===== src/rtl/dtmr_pkg.sv =====
package dtmr_pkg;

    typedef enum logic [1:0] {
        MODE_13     = 2'b00,
        MODE_16     = 2'b01,
        MODE_RELOAD = 2'b10,
        MODE_SPLIT  = 2'b11
    } tmode_e;

    typedef struct packed {
        logic   gate;
        logic   ext;
        tmode_e mode;
    } chcfg_t;

    localparam int unsigned BYTE_W  = 8;
    localparam int unsigned PRE_W   = 5;
    localparam int unsigned WIDE_W  = 2 * BYTE_W;
    localparam int unsigned NARROW_W = BYTE_W + PRE_W;
    localparam int unsigned CFG_W   = 4;

    localparam int unsigned A_LO_BASE = 0;
    localparam int unsigned A_HI_BASE = 2;
    localparam int unsigned A_CTRL    = 4;
    localparam int unsigned A_CFG     = 5;

    localparam int unsigned RUN_BIT0  = 4;
    localparam int unsigned FLAG_BIT0 = 5;

endpackage


===== src/rtl/dtmr_edge.sv =====
module dtmr_edge (
    input  logic clk,
    input  logic rst_n,
    input  logic tick,
    input  logic pin,
    output logic fall
);
    typedef enum logic {PIN_LOW = 1'b0, PIN_HIGH = 1'b1} pin_st_e;

    pin_st_e state_q;
    pin_st_e state_n;

    always_comb begin
        state_n = state_q;
        if (tick) begin
            state_n = pin ? PIN_HIGH : PIN_LOW;
        end
    end

    always_ff @(posedge clk or negedge rst_n) begin
        if (!rst_n) begin
            state_q <= PIN_LOW;
        end else begin
            state_q <= state_n;
        end
    end

    always_comb begin
        fall = 1'b0;
        unique case (state_q)
            PIN_HIGH: fall = tick & ~pin;
            PIN_LOW:  fall = 1'b0;
        endcase
    end

endmodule


===== src/rtl/dtmr_chan.sv =====
module dtmr_chan
    import dtmr_pkg::*;
#(
    parameter bit CAN_SPLIT = 1'b0
) (
    input  logic              clk,
    input  logic              rst_n,
    input  tmode_e            mode,
    input  logic              inc_a,
    input  logic              inc_b,
    input  logic              wr_lo,
    input  logic              wr_hi,
    input  logic [BYTE_W-1:0] wr_data,
    output logic [BYTE_W-1:0] tl,
    output logic [BYTE_W-1:0] th,
    output logic              ovf_a,
    output logic              ovf_b
);
    logic [BYTE_W-1:0]   tl_q, th_q, tl_n, th_n;
    logic [NARROW_W-1:0] cnt13;
    logic [WIDE_W-1:0]   cnt16;

    assign cnt13 = {th_q, tl_q[PRE_W-1:0]} + NARROW_W'(1);
    assign cnt16 = {th_q, tl_q} + WIDE_W'(1);

    always_comb begin
        tl_n  = tl_q;
        th_n  = th_q;
        ovf_a = 1'b0;
        ovf_b = 1'b0;
        unique case (mode)
            MODE_13: begin
                if (inc_a) begin
                    th_n  = cnt13[NARROW_W-1:PRE_W];
                    tl_n  = {{(BYTE_W-PRE_W){1'b0}}, cnt13[PRE_W-1:0]};
                    ovf_a = &{th_q, tl_q[PRE_W-1:0]};
                end
                tl_n[BYTE_W-1:PRE_W] = '0;
            end
            MODE_16: begin
                if (inc_a) begin
                    {th_n, tl_n} = cnt16;
                    ovf_a        = &{th_q, tl_q};
                end
            end
            MODE_RELOAD: begin
                if (inc_a) begin
                    if (&tl_q) begin
                        tl_n  = th_q;
                        ovf_a = 1'b1;
                    end else begin
                        tl_n = tl_q + BYTE_W'(1);
                    end
                end
            end
            MODE_SPLIT: begin
                if (CAN_SPLIT) begin
                    if (inc_a) begin
                        tl_n  = tl_q + BYTE_W'(1);
                        ovf_a = &tl_q;
                    end
                    if (inc_b) begin
                        th_n  = th_q + BYTE_W'(1);
                        ovf_b = &th_q;
                    end
                end
            end
        endcase
        if (wr_lo) begin
            tl_n = (mode == MODE_13) ? {{(BYTE_W-PRE_W){1'b0}}, wr_data[PRE_W-1:0]} : wr_data;
        end
        if (wr_hi) begin
            th_n = wr_data;
        end
    end

    always_ff @(posedge clk or negedge rst_n) begin
        if (!rst_n) begin
            tl_q <= '0;
            th_q <= '0;
        end else begin
            tl_q <= tl_n;
            th_q <= th_n;
        end
    end

    assign tl = tl_q;
    assign th = th_q;

    assert_prescale_zero_R3: assert property (@(posedge clk) disable iff (!rst_n)
        mode == MODE_13 |=> tl_q[BYTE_W-1:PRE_W] == '0);

    assert_wide_step_R4: assert property (@(posedge clk) disable iff (!rst_n)
        (mode == MODE_16 && inc_a && !wr_lo && !wr_hi) |=> {th_q, tl_q} == $past({th_q, tl_q}) + WIDE_W'(1));

    assert_reload_load_R5: assert property (@(posedge clk) disable iff (!rst_n)
        (mode == MODE_RELOAD && inc_a && (&tl_q) && !wr_lo && !wr_hi) |=> (tl_q == $past(th_q)) && $stable(th_q));

    assert_halt_hold_R6: assert property (@(posedge clk) disable iff (!rst_n)
        (!CAN_SPLIT && mode == MODE_SPLIT && !wr_lo && !wr_hi) |=> $stable(tl_q) && $stable(th_q));

    assert_idle_hold_R8: assert property (@(posedge clk) disable iff (!rst_n)
        (!inc_a && !inc_b && !wr_lo && !wr_hi && mode != MODE_13) |=> $stable(tl_q) && $stable(th_q));

endmodule


===== src/rtl/dual_timer.sv =====
module dual_timer
    import dtmr_pkg::*;
#(
    parameter int unsigned ADDR_W = 3
) (
    input  logic              clk,
    input  logic              rst_n,
    input  logic              tick,
    input  logic [1:0]        cnt_pin,
    input  logic [1:0]        gate_pin,
    input  logic [1:0]        irq_ack,
    input  logic              wr_en,
    input  logic [ADDR_W-1:0] addr,
    input  logic [7:0]        wr_data,
    output logic [7:0]        rd_data,
    output logic [1:0]        irq
);
    localparam int unsigned NCH = 2;

    typedef enum logic {FLG_CLEAR = 1'b0, FLG_PENDING = 1'b1} flg_e;

    logic [BYTE_W-1:0] cfg_q;
    logic [NCH-1:0]    run_q;
    logic              ctrl_wr, cfg_wr;
    logic              split0;

    chcfg_t            cfg      [NCH];
    logic [BYTE_W-1:0] tl       [NCH];
    logic [BYTE_W-1:0] th       [NCH];
    logic [NCH-1:0]    fall, inc_a, inc_b, ovf_a, ovf_b, wr_lo, wr_hi;
    logic [NCH-1:0]    set_flag, flag;

    assign ctrl_wr = wr_en && (addr == ADDR_W'(A_CTRL));
    assign cfg_wr  = wr_en && (addr == ADDR_W'(A_CFG));
    assign split0  = (cfg[0].mode == MODE_SPLIT);

    always_ff @(posedge clk or negedge rst_n) begin
        if (!rst_n) begin
            cfg_q <= '0;
            run_q <= '0;
        end else begin
            if (cfg_wr) begin
                cfg_q <= wr_data;
            end
            if (ctrl_wr) begin
                run_q <= {wr_data[RUN_BIT0+2], wr_data[RUN_BIT0]};
            end
        end
    end

    assign set_flag[0] = ovf_a[0];
    assign set_flag[1] = split0 ? ovf_b[0] : (ovf_a[1] | ovf_b[1]);

    for (genvar i = 0; i < NCH; i++) begin : g_ch
        localparam int unsigned RB = RUN_BIT0 + 2 * i;
        localparam int unsigned FB = FLAG_BIT0 + 2 * i;

        logic en;
        logic src;
        flg_e flg_q, flg_n;

        assign cfg[i] = chcfg_t'(cfg_q[CFG_W*i +: CFG_W]);
        assign wr_lo[i] = wr_en && (addr == ADDR_W'(A_LO_BASE + i));
        assign wr_hi[i] = wr_en && (addr == ADDR_W'(A_HI_BASE + i));

        dtmr_edge u_edge (
            .clk  (clk),
            .rst_n(rst_n),
            .tick (tick),
            .pin  (cnt_pin[i]),
            .fall (fall[i])
        );

        assign en       = run_q[i] && (!cfg[i].gate || gate_pin[i]);
        assign src      = cfg[i].ext ? fall[i] : tick;
        assign inc_a[i] = en && src;
        if (i == 0) begin : g_borrow
            assign inc_b[i] = tick && run_q[1];
        end else begin : g_noborrow
            assign inc_b[i] = 1'b0;
        end

        dtmr_chan #(.CAN_SPLIT(i == 0)) u_chan (
            .clk    (clk),
            .rst_n  (rst_n),
            .mode   (cfg[i].mode),
            .inc_a  (inc_a[i]),
            .inc_b  (inc_b[i]),
            .wr_lo  (wr_lo[i]),
            .wr_hi  (wr_hi[i]),
            .wr_data(wr_data),
            .tl     (tl[i]),
            .th     (th[i]),
            .ovf_a  (ovf_a[i]),
            .ovf_b  (ovf_b[i])
        );

        always_comb begin
            flg_n = flg_q;
            unique case (flg_q)
                FLG_CLEAR: begin
                    if (set_flag[i] || (ctrl_wr && wr_data[FB] && !irq_ack[i])) begin
                        flg_n = FLG_PENDING;
                    end
                end
                FLG_PENDING: begin
                    if (!set_flag[i] && (irq_ack[i] || (ctrl_wr && !wr_data[FB]))) begin
                        flg_n = FLG_CLEAR;
                    end
                end
            endcase
        end

        always_ff @(posedge clk or negedge rst_n) begin
            if (!rst_n) begin
                flg_q <= FLG_CLEAR;
            end else begin
                flg_q <= flg_n;
            end
        end

        assign flag[i] = (flg_q == FLG_PENDING);

        assert_set_wins_R12: assert property (@(posedge clk) disable iff (!rst_n)
            set_flag[i] |=> irq[i]);

        assert_ack_clears_R11: assert property (@(posedge clk) disable iff (!rst_n)
            (irq_ack[i] && !set_flag[i]) |=> !irq[i]);

        assert_no_tick_R13: assert property (@(posedge clk) disable iff (!rst_n)
            (!tick && !wr_en && $stable(cfg_q)) |=> $stable(tl[i]) && $stable(th[i]));

        wire unused_rb = wr_data[RB];
    end

    assign irq = flag;

    always_comb begin
        rd_data = '0;
        if (addr == ADDR_W'(A_LO_BASE)) begin
            rd_data = tl[0];
        end else if (addr == ADDR_W'(A_LO_BASE + 1)) begin
            rd_data = tl[1];
        end else if (addr == ADDR_W'(A_HI_BASE)) begin
            rd_data = th[0];
        end else if (addr == ADDR_W'(A_HI_BASE + 1)) begin
            rd_data = th[1];
        end else if (addr == ADDR_W'(A_CTRL)) begin
            rd_data = {flag[1], run_q[1], flag[0], run_q[0], 4'b0000};
        end else if (addr == ADDR_W'(A_CFG)) begin
            rd_data = cfg_q;
        end
    end

endmodule


===== config.mk =====
export PLATFORM = sky130hd
export DESIGN_NAME = dual_timer
export DESIGN_NICKNAME = d
export VERILOG_FILES = /design/src/rtl/dtmr_pkg.sv /design/src/rtl/dtmr_edge.sv /design/src/rtl/dtmr_chan.sv /design/src/rtl/dual_timer.sv
export SDC_FILE = /design/constraint.sdc
export NUM_CORES = 1
export LEC_CHECK = 0
export ABC_CLOCK_PERIOD_IN_PS = 2800
export BUFFER_PORTS_ARGS = -buffer_cell sky130_fd_sc_hd__clkbuf_2
export CORE_MARGIN = 5
export CORE_UTILIZATION = 43
export DETAILED_ROUTE_END_ITERATION = 10
export GPL_TIMING_DRIVEN = 0
export PLACE_DENSITY = 0.66
export SLEW_MARGIN = 20
export SYNTH_ARGS = -nofsm -noshare
export SYNTH_HDL_FRONTEND = slang
export SYNTH_SLANG_ARGS = --single-unit

===== constraint.sdc =====
create_clock -name clk -period 2.8 [get_ports clk]
set_input_delay 0.14 -clock clk [delete_from_list [all_inputs] [get_ports clk]]
set_output_delay 0.14 -clock clk [all_outputs]
set_load 0.1 [all_outputs]

==> results.json <==
{
  "vias": 3946,
  "synth.yosys.seq_area_share_pct": 29.7,
  "clockBufferDepth": 2,
  "p_leak_nw": 1.76,
  "io_pins": 31,
  "status": "finished, final reports clean",
  "track_usage_pct": 22.3,
  "fin_cells": 602,
  "final_area_mm2": 0.00432,
  "syn_to_final_growth_pct": 11.4,
  "clkPwrFrac_pct": 14.9,
  "max_freq_ghz": 0.406,
  "tritoncts": "done",
  "gp_congestion": 0.920,
  "antennaDiodeCount": 0,
  "power_switching_mw": 1.66,
  "finalCritPeriodShare_pct": 88.0,
  "die_area_mm2": 0.0110,
  "syn_area_mm2": 0.00388,
  "combPwrFrac_pct": 52.8,
  "cellInternalPower_mw": 1.80,
  "cts.sinks": 46,
  "synth_nets": 491,
  "synth-seq-cells": 46,
  "syn_inst": 457,
  "tightest_slew_ns": 0.973,
  "grt_pass1_vias": 3952,
  "yosys.area.top_type": "dfrtp_1",
  "vdd_drop_max_mv": 0.460,
  "max_stage_delay_ns": 0.50,
  "hpwl_um": 9380,
  "yosys_warnings": 0,
  "totalWireLength_um": 12300,
  "fillers": 846,
  "setup_viol": 0,
  "rows": 34,
  "slew_viol_final": 0,
  "dpl_cell_area_mm2": 0.00420,
  "path_buf_inv": 0,
  "endpoint_kind": "register",
  "min_path_type": "input port to register",
  "synth-main-ff-cell": "dfrtp_1",
  "dr.first_iter.drc_count": 280,
  "overflow": 0,
  "drt-pass1-iter-count": 5,
  "ant_nets": 0,
  "grt_pass1_wl_um": 20300,
  "design.core.area_mm2": 0.00876,
  "wire_per_inst_um": 20.4,
  "crit_fanout": 9,
  "fin_crit_ns": 2.46,
  "die_w_um": 105,
  "drc_errors": 0,
  "cp_slowest_cell": "dfrtp_1",
  "switching_share_pct": 47.9,
  "seqPwrFrac_pct": 32.3,
  "max_slew_margin_pct": 34.3,
  "synth_top_area_share_pct": 29.7,
  "ys_types": 76,
  "clock_skew_ns": 0.00922,
  "setup_ws_ns": 0.337,
  "place_inst": 593,
  "cts_buffers": 5,
  "grt_antenna_before_repair": 0,
  "yosys-top-cells-area": "dfrtp_1, mux2i_1, ha_1",
  "nNetsFinal": 527,
  "critical_path_class": "register to register",
  "avgSynthCellArea_um2": 8.49,
  "post-place-ws_ns": 0.394,
  "path_delay_family": "compound AO/OA/AOI/OAI gates",
  "max_cap_viol_count": 0,
  "cts-htree-levels": 2,
  "power_density_mw_per_mm2": 799,
  "crit_required_ns": 3.00,
  "hold_violations": 0,
  "portBuffers": 28,
  "rsz0062_at_grt": "false",
  "startpoint_type": "register",
  "cts.reportedPaths.clkPinSlew_ns": 0.10,
  "synth_edf_count": 0,
  "start_util_pct": 44.3,
  "routed_via_density": 6.55,
  "critical_path.cell_chain": "ha_1 -> nand4_1 -> o21ai_0 -> nand2_1 -> o311a_1 -> a221o_1",
  "grt_max_degree": 47,
  "final.setup.tns_ns": 0,
  "multi_input_area_mm2": 0.00257,
  "arrival_ns": 2.66,
  "drive_gt1_share_pct": 15.8,
  "cts_root_buffer": "clkbuf_8",
  "fp.dieH_um": 105,
  "clk-insertion-delay-late_ns": 0.31,
  "async_flop_share_pct": 100,
  "seq_area_mm2": 0.00115
}
[metrics by stage]
| step | utilization, % | hold WS [ns] | power [mW] |
|---|---|---|---|
| 6_report | 49.3 | 0.0281 | 3.45 |
| 5_1_grt | 49.3 | 0.0452 | 3.69 |
| 4_1_cts | 49.3 | 0.0202 | 3.42 |
| 3_5_place_dp | 47.9 | 0.241 | 2.91 |
| 3_3_place_gp | 47.9 | 0.339 | 2.85 |
| 2_1_floorplan | - | -0.156 | 2.44 |
[worst reg2reg max path: cells and delay by family (launching register included)]
| family | cells | cell delay, ns |
|---|---|---|
| compound gates | 3 | 1.01 |
| simple gates | 2 | 0.55 |
| flops | 1 | 0.50 |
| fa+ha+maj | 1 | 0.29 |
[layout make-up]
class                   count  area share, %
inverters                  15           1.30
repair buffers             29           3.53
plain buffers              33           3.30
multi-input cells         363           59.5
clock buffers               6           1.68
flip-flops and latches     46           26.6
clock inverters             2          0.869
well taps                 108           3.13
[placed cells by master, fill, tap and decap left out, types with 4 or more instances in the layout]
cell type and count:
nor4_1 5, xor2_1 9, a211oi_1 4, o22ai_2 5, nand2_1 42, nor2_1 28, mux2_2 12, nand4_1 4
buf_2 8, o21ai_0 15, ha_1 13, inv_1 13, clkbuf_8 5, nand2b_1 10, a21o_1 7, a221o_1 6
a21oi_1 17, nand3_1 20, clkbuf_1 22, and3_1 13, clkbuf_2 28, mux2i_1 17, o22ai_1 7, o21ai_1 14
nor3_1 18, o31ai_1 6, o211ai_1 6, a32o_1 5, dfrtp_1 46, a31oi_1 8
[final timing paths]
kind | from | to | slack (ns) | depth (start not counted)
min reg2reg | g_ch[1].u_edge.state_q | g_ch[1].u_edge.state_q | 0.52 | 1
min | irq_ack[0] | g_ch[0].flg_q | 0.03 | 2
max reg2reg | g_ch[0].u_chan.tl[0] | g_ch[0].u_chan.th[4] | 0.34 | 6
max in group asynchronous | rst_n | g_ch[1].u_chan.th[6] | 1.96 | 2
min in group asynchronous | rst_n | g_ch[0].u_chan.th[4] | 0.41 | 2
max | g_ch[0].u_chan.tl[0] | g_ch[0].u_chan.th[4] | 0.34 | 6
[power by group through the flow]
stage / combinational, mW / sequential [mW] / clock [mW]
2_1_floorplan: 1.42 / 1.02 / 0
3_3_place_gp: 1.73 / 1.11 / 0
3_5_place_dp: 1.79 / 1.12 / 0
4_1_cts: 1.80 / 1.11 / 0.522
5_1_grt: 1.99 / 1.15 / 0.554
6_report: 1.82 / 1.12 / 0.514
[sequential cells by signal, indices dropped and copies added (netlist names)]
signal	cells
g_ch.u_chan.th	16
g_ch.u_edge.state_q	2
cfg_q	8
run_q	2
g_ch.flg_q	2
g_ch.u_chan.tl	16
[cell families (layout without fill, tap and decap cells)]
logic type      Yosys count  in the layout  share of synthesized area, %
simple gates            162            162                          21.9
compound gates          145            145                          27.0
buf+inv                  48             85                          5.13
flops                    46             46                          29.7
mux                      32             32                          9.61
fa+ha+maj                13             13                          4.19
xor+xnor                 11             11                          2.48
[layer usage]
layer	global-route usage (%)	wire (um)
met5	0	0
met3	3.45	726
met2	37.6	6090
met4	7.76	277
met1	29.0	5200
[cell usage after synthesis, types with 8 or more instances]
cell type	instances
mux2_2	12
and3_1	13
a31oi_1	8
o21ai_0	16
buf_2	8
o21ai_1	13
ha_1	13
clkbuf_1	21
nand3_1	20
nand2b_1	10
mux2i_1	17
inv_1	13
o22ai_1	12
xor2_1	9
dfrtp_1	46
nand2_1	42
nor3_1	18
nor2_1	28
a21oi_1	17
[what timing repair did]
item	4_1_cts	5_1_grt
buffers inserted	0	0
resized for setup	0	0
hold buffers	1	0
endpoints found under the hold margin	46	0
(Power assumes the default switching activity.)
